**config.mk**
```make
export PLATFORM = sky130hd
export DESIGN_NAME = torus_route_unit
export DESIGN_NICKNAME = d
export VERILOG_FILES = /design/src/rtl/torus_route_pkg.sv /design/src/rtl/torus_quad_axis.sv /design/src/rtl/torus_seek_axis.sv /design/src/rtl/torus_vlink_seek.sv /design/src/rtl/torus_route_unit.sv
export SDC_FILE = /design/constraint.sdc
export NUM_CORES = 1
export LEC_CHECK = 0
export BUFFER_PORTS_ARGS = -buffer_cell sky130_fd_sc_hd__buf_2
export CORE_AREA = 5 5 42 44
export DETAILED_ROUTE_END_ITERATION = 6
export DIE_AREA = 0 0 47 49
export GPL_TIMING_DRIVEN = 0
export PLACE_DENSITY = 0.71
export SETUP_SLACK_MARGIN = 0.02
export SLEW_MARGIN = 0
export SYNTH_ARGS = -nofsm -noshare
export SYNTH_HDL_FRONTEND = slang
export SYNTH_SLANG_ARGS = --single-unit
```
**constraint.sdc**
```tcl
create_clock -name clk -period 0.94 [get_ports clk]
set_input_delay 0.188 -clock clk [delete_from_list [all_inputs] [get_ports clk]]
set_output_delay 0.188 -clock clk [all_outputs]
set_load 0.1 [all_outputs]
```
**src/rtl/torus_route_pkg.sv**
```systemverilog
package torus_route_pkg;

  typedef enum logic [2:0] {
    PORT_LOCAL = 3'd0,
    PORT_XP    = 3'd1,
    PORT_XN    = 3'd2,
    PORT_YP    = 3'd3,
    PORT_YN    = 3'd4,
    PORT_ZP    = 3'd5,
    PORT_ZN    = 3'd6
  } port_e;

  // shortest distance between two positions on a ring of size dim
  function automatic int unsigned ring_dist(input int unsigned a,
                                            input int unsigned b,
                                            input int unsigned dim);
    int unsigned d;
    d = (a > b) ? a - b : b - a;
    return (d > dim - d) ? dim - d : d;
  endfunction

endpackage

```
**src/rtl/torus_quad_axis.sv**
```systemverilog
// One axis of in-plane routing on the destination layer: direct or wraparound.
module torus_quad_axis #(
  parameter  int unsigned DIM = 4,
  localparam int unsigned W   = (DIM > 1) ? $clog2(DIM) : 1
) (
  input  logic [W-1:0] cur,
  input  logic [W-1:0] dst,
  input  logic         other_split,  // other axis lies across its midpoint
  output logic         split,        // this axis lies across its midpoint
  output logic         move,
  output logic         neg
);

  localparam int unsigned HALF = DIM / 2;

  logic [W-1:0] gap;
  logic         far;
  logic         wrap;

  always_comb begin
    split = (32'(cur) >= HALF) != (32'(dst) >= HALF);
    gap   = (cur > dst) ? cur - dst : dst - cur;
    far   = (2 * 32'(gap)) > DIM;
    wrap  = far && (split || other_split);
    move  = (cur != dst);
    neg   = wrap ? (dst > cur) : (dst < cur);
  end

endmodule

```
**src/rtl/torus_seek_axis.sv**
```systemverilog
// One axis of travel toward a vertical-link position: shortest way, tie positive.
module torus_seek_axis #(
  parameter  int unsigned DIM = 4,
  localparam int unsigned W   = (DIM > 1) ? $clog2(DIM) : 1
) (
  input  logic [W-1:0] cur,
  input  logic [W-1:0] tgt,
  output logic         move,
  output logic         neg
);

  int unsigned fwd;

  always_comb begin
    fwd  = (tgt >= cur) ? 32'(tgt) - 32'(cur) : DIM + 32'(tgt) - 32'(cur);
    move = (tgt != cur);
    neg  = move && ((2 * fwd) > DIM);
  end

endmodule

```
**src/rtl/torus_vlink_seek.sv**
```systemverilog
// Picks the closest plane position that owns a vertical link.
module torus_vlink_seek
  import torus_route_pkg::*;
#(
  parameter  int unsigned                  DIM_X     = 4,
  parameter  int unsigned                  DIM_Y     = 4,
  parameter  logic [DIM_X*DIM_Y-1:0]       VLINK_MAP = 'h0401,
  localparam int unsigned                  XW        = (DIM_X > 1) ? $clog2(DIM_X) : 1,
  localparam int unsigned                  YW        = (DIM_Y > 1) ? $clog2(DIM_Y) : 1
) (
  input  logic [XW-1:0] cur_x,
  input  logic [YW-1:0] cur_y,
  output logic [XW-1:0] tgt_x,
  output logic [YW-1:0] tgt_y,
  output logic          at_link
);

  localparam int unsigned NODES = DIM_X * DIM_Y;
  localparam int unsigned IW    = (NODES > 1) ? $clog2(NODES) : 1;

  int unsigned       best;
  int unsigned       cand;
  logic [IW-1:0]     lin;

  always_comb begin
    best  = '1;
    cand  = '0;
    tgt_x = '0;
    tgt_y = '0;
    for (int n = 0; n < NODES; n++) begin
      cand = ring_dist(32'(cur_x), n % DIM_X, DIM_X) +
             ring_dist(32'(cur_y), n / DIM_X, DIM_Y);
      if (VLINK_MAP[IW'(n)] && (cand < best)) begin
        best  = cand;
        tgt_x = XW'(n % DIM_X);
        tgt_y = YW'(n / DIM_X);
      end
    end
    lin     = IW'(32'(cur_y) * DIM_X + 32'(cur_x));
    at_link = VLINK_MAP[lin];
  end

endmodule

```
**src/rtl/torus_route_unit.sv**
```systemverilog
module torus_route_unit
  import torus_route_pkg::*;
#(
  parameter  int unsigned            DIM_X     = 4,
  parameter  int unsigned            DIM_Y     = 4,
  parameter  int unsigned            DIM_Z     = 3,
  parameter  logic [DIM_X*DIM_Y-1:0] VLINK_MAP = 'h0401,
  localparam int unsigned            XW        = (DIM_X > 1) ? $clog2(DIM_X) : 1,
  localparam int unsigned            YW        = (DIM_Y > 1) ? $clog2(DIM_Y) : 1,
  localparam int unsigned            ZW        = (DIM_Z > 1) ? $clog2(DIM_Z) : 1
) (
  input  logic          clk,
  input  logic          rst_n,
  input  logic          req_valid,
  input  logic [XW-1:0] cur_x,
  input  logic [YW-1:0] cur_y,
  input  logic [ZW-1:0] cur_z,
  input  logic [XW-1:0] dst_x,
  input  logic [YW-1:0] dst_y,
  input  logic [ZW-1:0] dst_z,
  output logic [2:0]    out_port
);

  logic [XW-1:0] tgt_x;
  logic [YW-1:0] tgt_y;
  logic          at_link;
  logic          sx_move, sx_neg, sy_move, sy_neg;
  logic          qx_move, qx_neg, qx_split;
  logic          qy_move, qy_neg, qy_split;
  port_e         port_d;
  port_e         port_q;

  torus_vlink_seek #(
    .DIM_X(DIM_X), .DIM_Y(DIM_Y), .VLINK_MAP(VLINK_MAP)
  ) u_seek (
    .cur_x(cur_x), .cur_y(cur_y),
    .tgt_x(tgt_x), .tgt_y(tgt_y), .at_link(at_link)
  );

  torus_seek_axis #(.DIM(DIM_X)) u_seek_x (
    .cur(cur_x), .tgt(tgt_x), .move(sx_move), .neg(sx_neg)
  );

  torus_seek_axis #(.DIM(DIM_Y)) u_seek_y (
    .cur(cur_y), .tgt(tgt_y), .move(sy_move), .neg(sy_neg)
  );

  torus_quad_axis #(.DIM(DIM_X)) u_quad_x (
    .cur(cur_x), .dst(dst_x), .other_split(qy_split),
    .split(qx_split), .move(qx_move), .neg(qx_neg)
  );

  torus_quad_axis #(.DIM(DIM_Y)) u_quad_y (
    .cur(cur_y), .dst(dst_y), .other_split(qx_split),
    .split(qy_split), .move(qy_move), .neg(qy_neg)
  );

  // next-state: layer first, then X, then Y
  always_comb begin
    port_d = PORT_LOCAL;
    if (cur_z != dst_z) begin
      if (at_link)      port_d = (dst_z > cur_z) ? PORT_ZP : PORT_ZN;
      else if (sx_move) port_d = sx_neg ? PORT_XN : PORT_XP;
      else if (sy_move) port_d = sy_neg ? PORT_YN : PORT_YP;
    end else begin
      if (qx_move)      port_d = qx_neg ? PORT_XN : PORT_XP;
      else if (qy_move) port_d = qy_neg ? PORT_YN : PORT_YP;
    end
  end

  always_ff @(posedge clk or negedge rst_n) begin
    if (!rst_n)         port_q <= PORT_LOCAL;
    else if (req_valid) port_q <= port_d;
  end

  assign out_port = port_q;

endmodule

```
==> impl_results.md <==
- Outcome: finished, violations left
- Failing checks: setup timing
- Gpl congestion: 0.794
- Pins Over Slew Limit: 0
- Initial Util: 0.429
- Period utilisation layout: 1.79
- Syn Std Cell Area: 602 sq um
- Reg2Reg Depth: 2
- H-tree lvl count: 1
- Crit path buffers/inverters: 3
- Antenna violations before repair: 0
- Synth unique cells: 22
- GR Util All Layers: 0.158
- Fin. Hold Viols: 0
- Minimum clock period: approximately 1.7 ns
- Row count: 14
- Nets: approximately 130
- Die area: 2300 sq um
- Die Y: 49 um
- Die X: 47 um
- Hold Slack: around 0.28 ns
- TritonCTS Buffers: 3
- Post-synth net total: 98
- Io pins: 18
- Avg WL per Cell: 13.4 um
- Post-route clock skew: 0 ns
- Slew @ Worst Pin: ~0.65 ns
- Critical-path top delay cell: fa_1
- PD cells: 1120 nW/um^2
- Critical Path End Type: register
- Ant. Diodes: 0
- Worst Hold Class: in -> async
- Area growth, synth to finish: 68.4%
- CTS clk-pin slew, worst paths: 0.04 ns
- Seq/Total Area, Yosys: 0.125
- HPWL Detailed: 1080 um
- Pwr Total: 1.14 mW
- Fmax: 595 MHz
- Crit path DAT: around 1.8 ns
- Share of cells above drive strength 1: 0.520
- Critical path depth: 9
- Setup TNS: -2.31 ns
- Largest cells by area after synthesis: ha_1 17%, fa_1 13%, dfrtp_1 12%, inv_1 10%, a211oi_1 7.5%
- Number of synthesized register bits: 3
- Total global routing overflow: 0
- Mean Syn Cell Area: 8.48 sq um
- Drt first pass iters: 4
- Largest delay share family, worst path: adder cells
- Max-slew headroom: 0.564
- Core Util, Final: 0.723
- Total of max-cap violations: 0
- Setup CP Type: in -> reg
- Synthesis Warnings: 0
- Vias in the first global route: 620
- Critical Path Fanout Max: 3
- Port-buffer cells: 17
- Place WS: -0.995 ns
- Final Setup Violations: 6
- Drt total wl: 1530 um
- Max reg flops: 3
- Mapped Cells: 71
- CTS tree: done
- CTS Buffer Depth: 2
- Clk root buf: clkbuf_4
- DRC errors left: 0
- Worst setup SP type: primary input
- Via Count: 614
- Critical path cell sequence: buf_12 -> clkinv_4 -> ha_4 -> inv_2 -> fa_1 -> mux2i_1 -> a211oi_2 -> mux2i_2 -> a211oi_2
- Core ar.: 1400 sq um
- Setup ws final: -0.740 ns
- Max rail drop VDD: 0.000942 V
- Worst-skew pair later-pin latency: 0.23 ns
- CTS Sinks: 3
- Worst path most repeated cell: a211oi_2
- Final antenna-violating net count: 0
- DRT iter0 DRCs: 8
- Synth top area share: 0.166
- Vias/cell: 5.39
- Worst Path Required: 1.04 ns
- Cell taking the most area after synthesis: ha_1
- Unrepaired setup endpoints after global routing: yes
- First-pass GRT wire length: 2620 um
- Lkg Pwr: 0.430 nW
- Crit-path max cell delay: approximately 0.50 ns
- Largest net degree at the start of global routing: 9
-- worst paths after layout --
| path | start | to | slack, ns |
|---|---|---|---|
| hold / removal | rst_n | out_port[0]$_DFFE_PN0P_ | 0.28 |
| setup reg to reg | out_port[2]$_DFFE_PN0P_ | out_port[2]$_DFFE_PN0P_ | 0.16 |
| max in group asynchronous | rst_n | out_port[2]$_DFFE_PN0P_ | 0.53 |
| min in group clk | req_valid | out_port[2]$_DFFE_PN0P_ | 0.30 |
| hold reg to reg | out_port[2]$_DFFE_PN0P_ | out_port[2]$_DFFE_PN0P_ | 0.58 |
| setup / recovery | cur_y[0] | out_port[1]$_DFFE_PN0P_ | -0.74 |
-- repair_timing --
| action | in CTS | in global routing |
|---|---|---|
| buffers inserted | 5 | 0 |
| hold buffers | 1 | 0 |
| pin swaps | 13 | 9 |
| endpoints found under the hold margin | 3 | 0 |
| setup endpoints to repair | 6 | 6 |
| resized for setup | 47 | 7 |
-- cells by family (layout without fill, tap and decap cells) --
group | after synthesis | after routing | share of synthesized area
fa+ha+maj | 12 | 12 | 0.299
xor+xnor | 3 | 3 | 0.0437
mux | 4 | 4 | 0.0665
compound gates | 21 | 21 | 0.258
simple gates | 12 | 12 | 0.108
flops | 3 | 3 | 0.125
buf+inv | 16 | 43 | 0.0998
-- per-layer routing --
layer  up-vias  part of all wire  track usage
li1        304                 -            -
met3         4             0.035       0.0332
met5         -                 0            0
met1       295              0.38        0.182
met4         0             0.016       0.0691
met2        11              0.56        0.267
-- layout by cell type, fill, tap and decap left out, types with 2 or more instances in the layout --
master and instances:
buf_2 8, inv_1 7, buf_4 7, inv_2 5, a211oi_2 5, buf_12 5, a21oi_1 4, fa_1 4
ha_1 4, ha_4 4, inv_4 3, nand2_1 3, nor2_1 3, clkbuf_4 3, xnor2_1 2, mux2i_1 2
a211o_1 2, a211oi_1 2, mux2i_2 2, a2111oi_4 2, o21ai_0 2, nor2b_1 2, dfrtp_1 2
-- synthesized netlist by cell type --
cell,number
or2_2,1
o32ai_1,1
nand3_1,1
a211oi_2,1
a21oi_1,4
ha_1,8
fa_1,4
nand3b_1,1
nor2b_1,2
nand4bb_1,1
a2111oi_0,2
mux2i_1,4
a211oi_1,6
inv_1,16
a211o_2,1
a221oi_1,1
xnor2_1,3
o21ai_0,3
nand2_1,3
nor2_1,3
a211o_1,2
dfrtp_1,3
-- metrics by stage --
step	area, sq um	std cells
floorplan	629	71
global placement	734	104
detailed placement	734	104
CTS	975	114
global route	1010	114
finish	1010	114
-- layout make-up --
type,count,area (sq um)
multi-input cells,52,589
fillers,98,388
repair buffers,23,229
flip-flops and latches,3,76.3
inverters,16,72.6
clock buffers,4,26.3
well taps,16,20.0
-- power breakdown --
group | switching [mW] | leakage [nW] | total, mW | internal (mW)
registers | 0.0225 | 0.0342 | 0.174 | 0.152
clock network | 0.0648 | 0.0150 | 0.224 | 0.159
logic | 0.415 | 0.381 | 0.740 | 0.324
total | 0.503 | 0.430 | 1.14 | 0.635
-- worst register-to-register path, cell delays in order (launching register included) --
cell and delay, ns:
dfrtp_2 0.42, mux2i_1 0.15, o21ai_1 0.09
No activity file was read; power rests on OpenSTA's default activity.
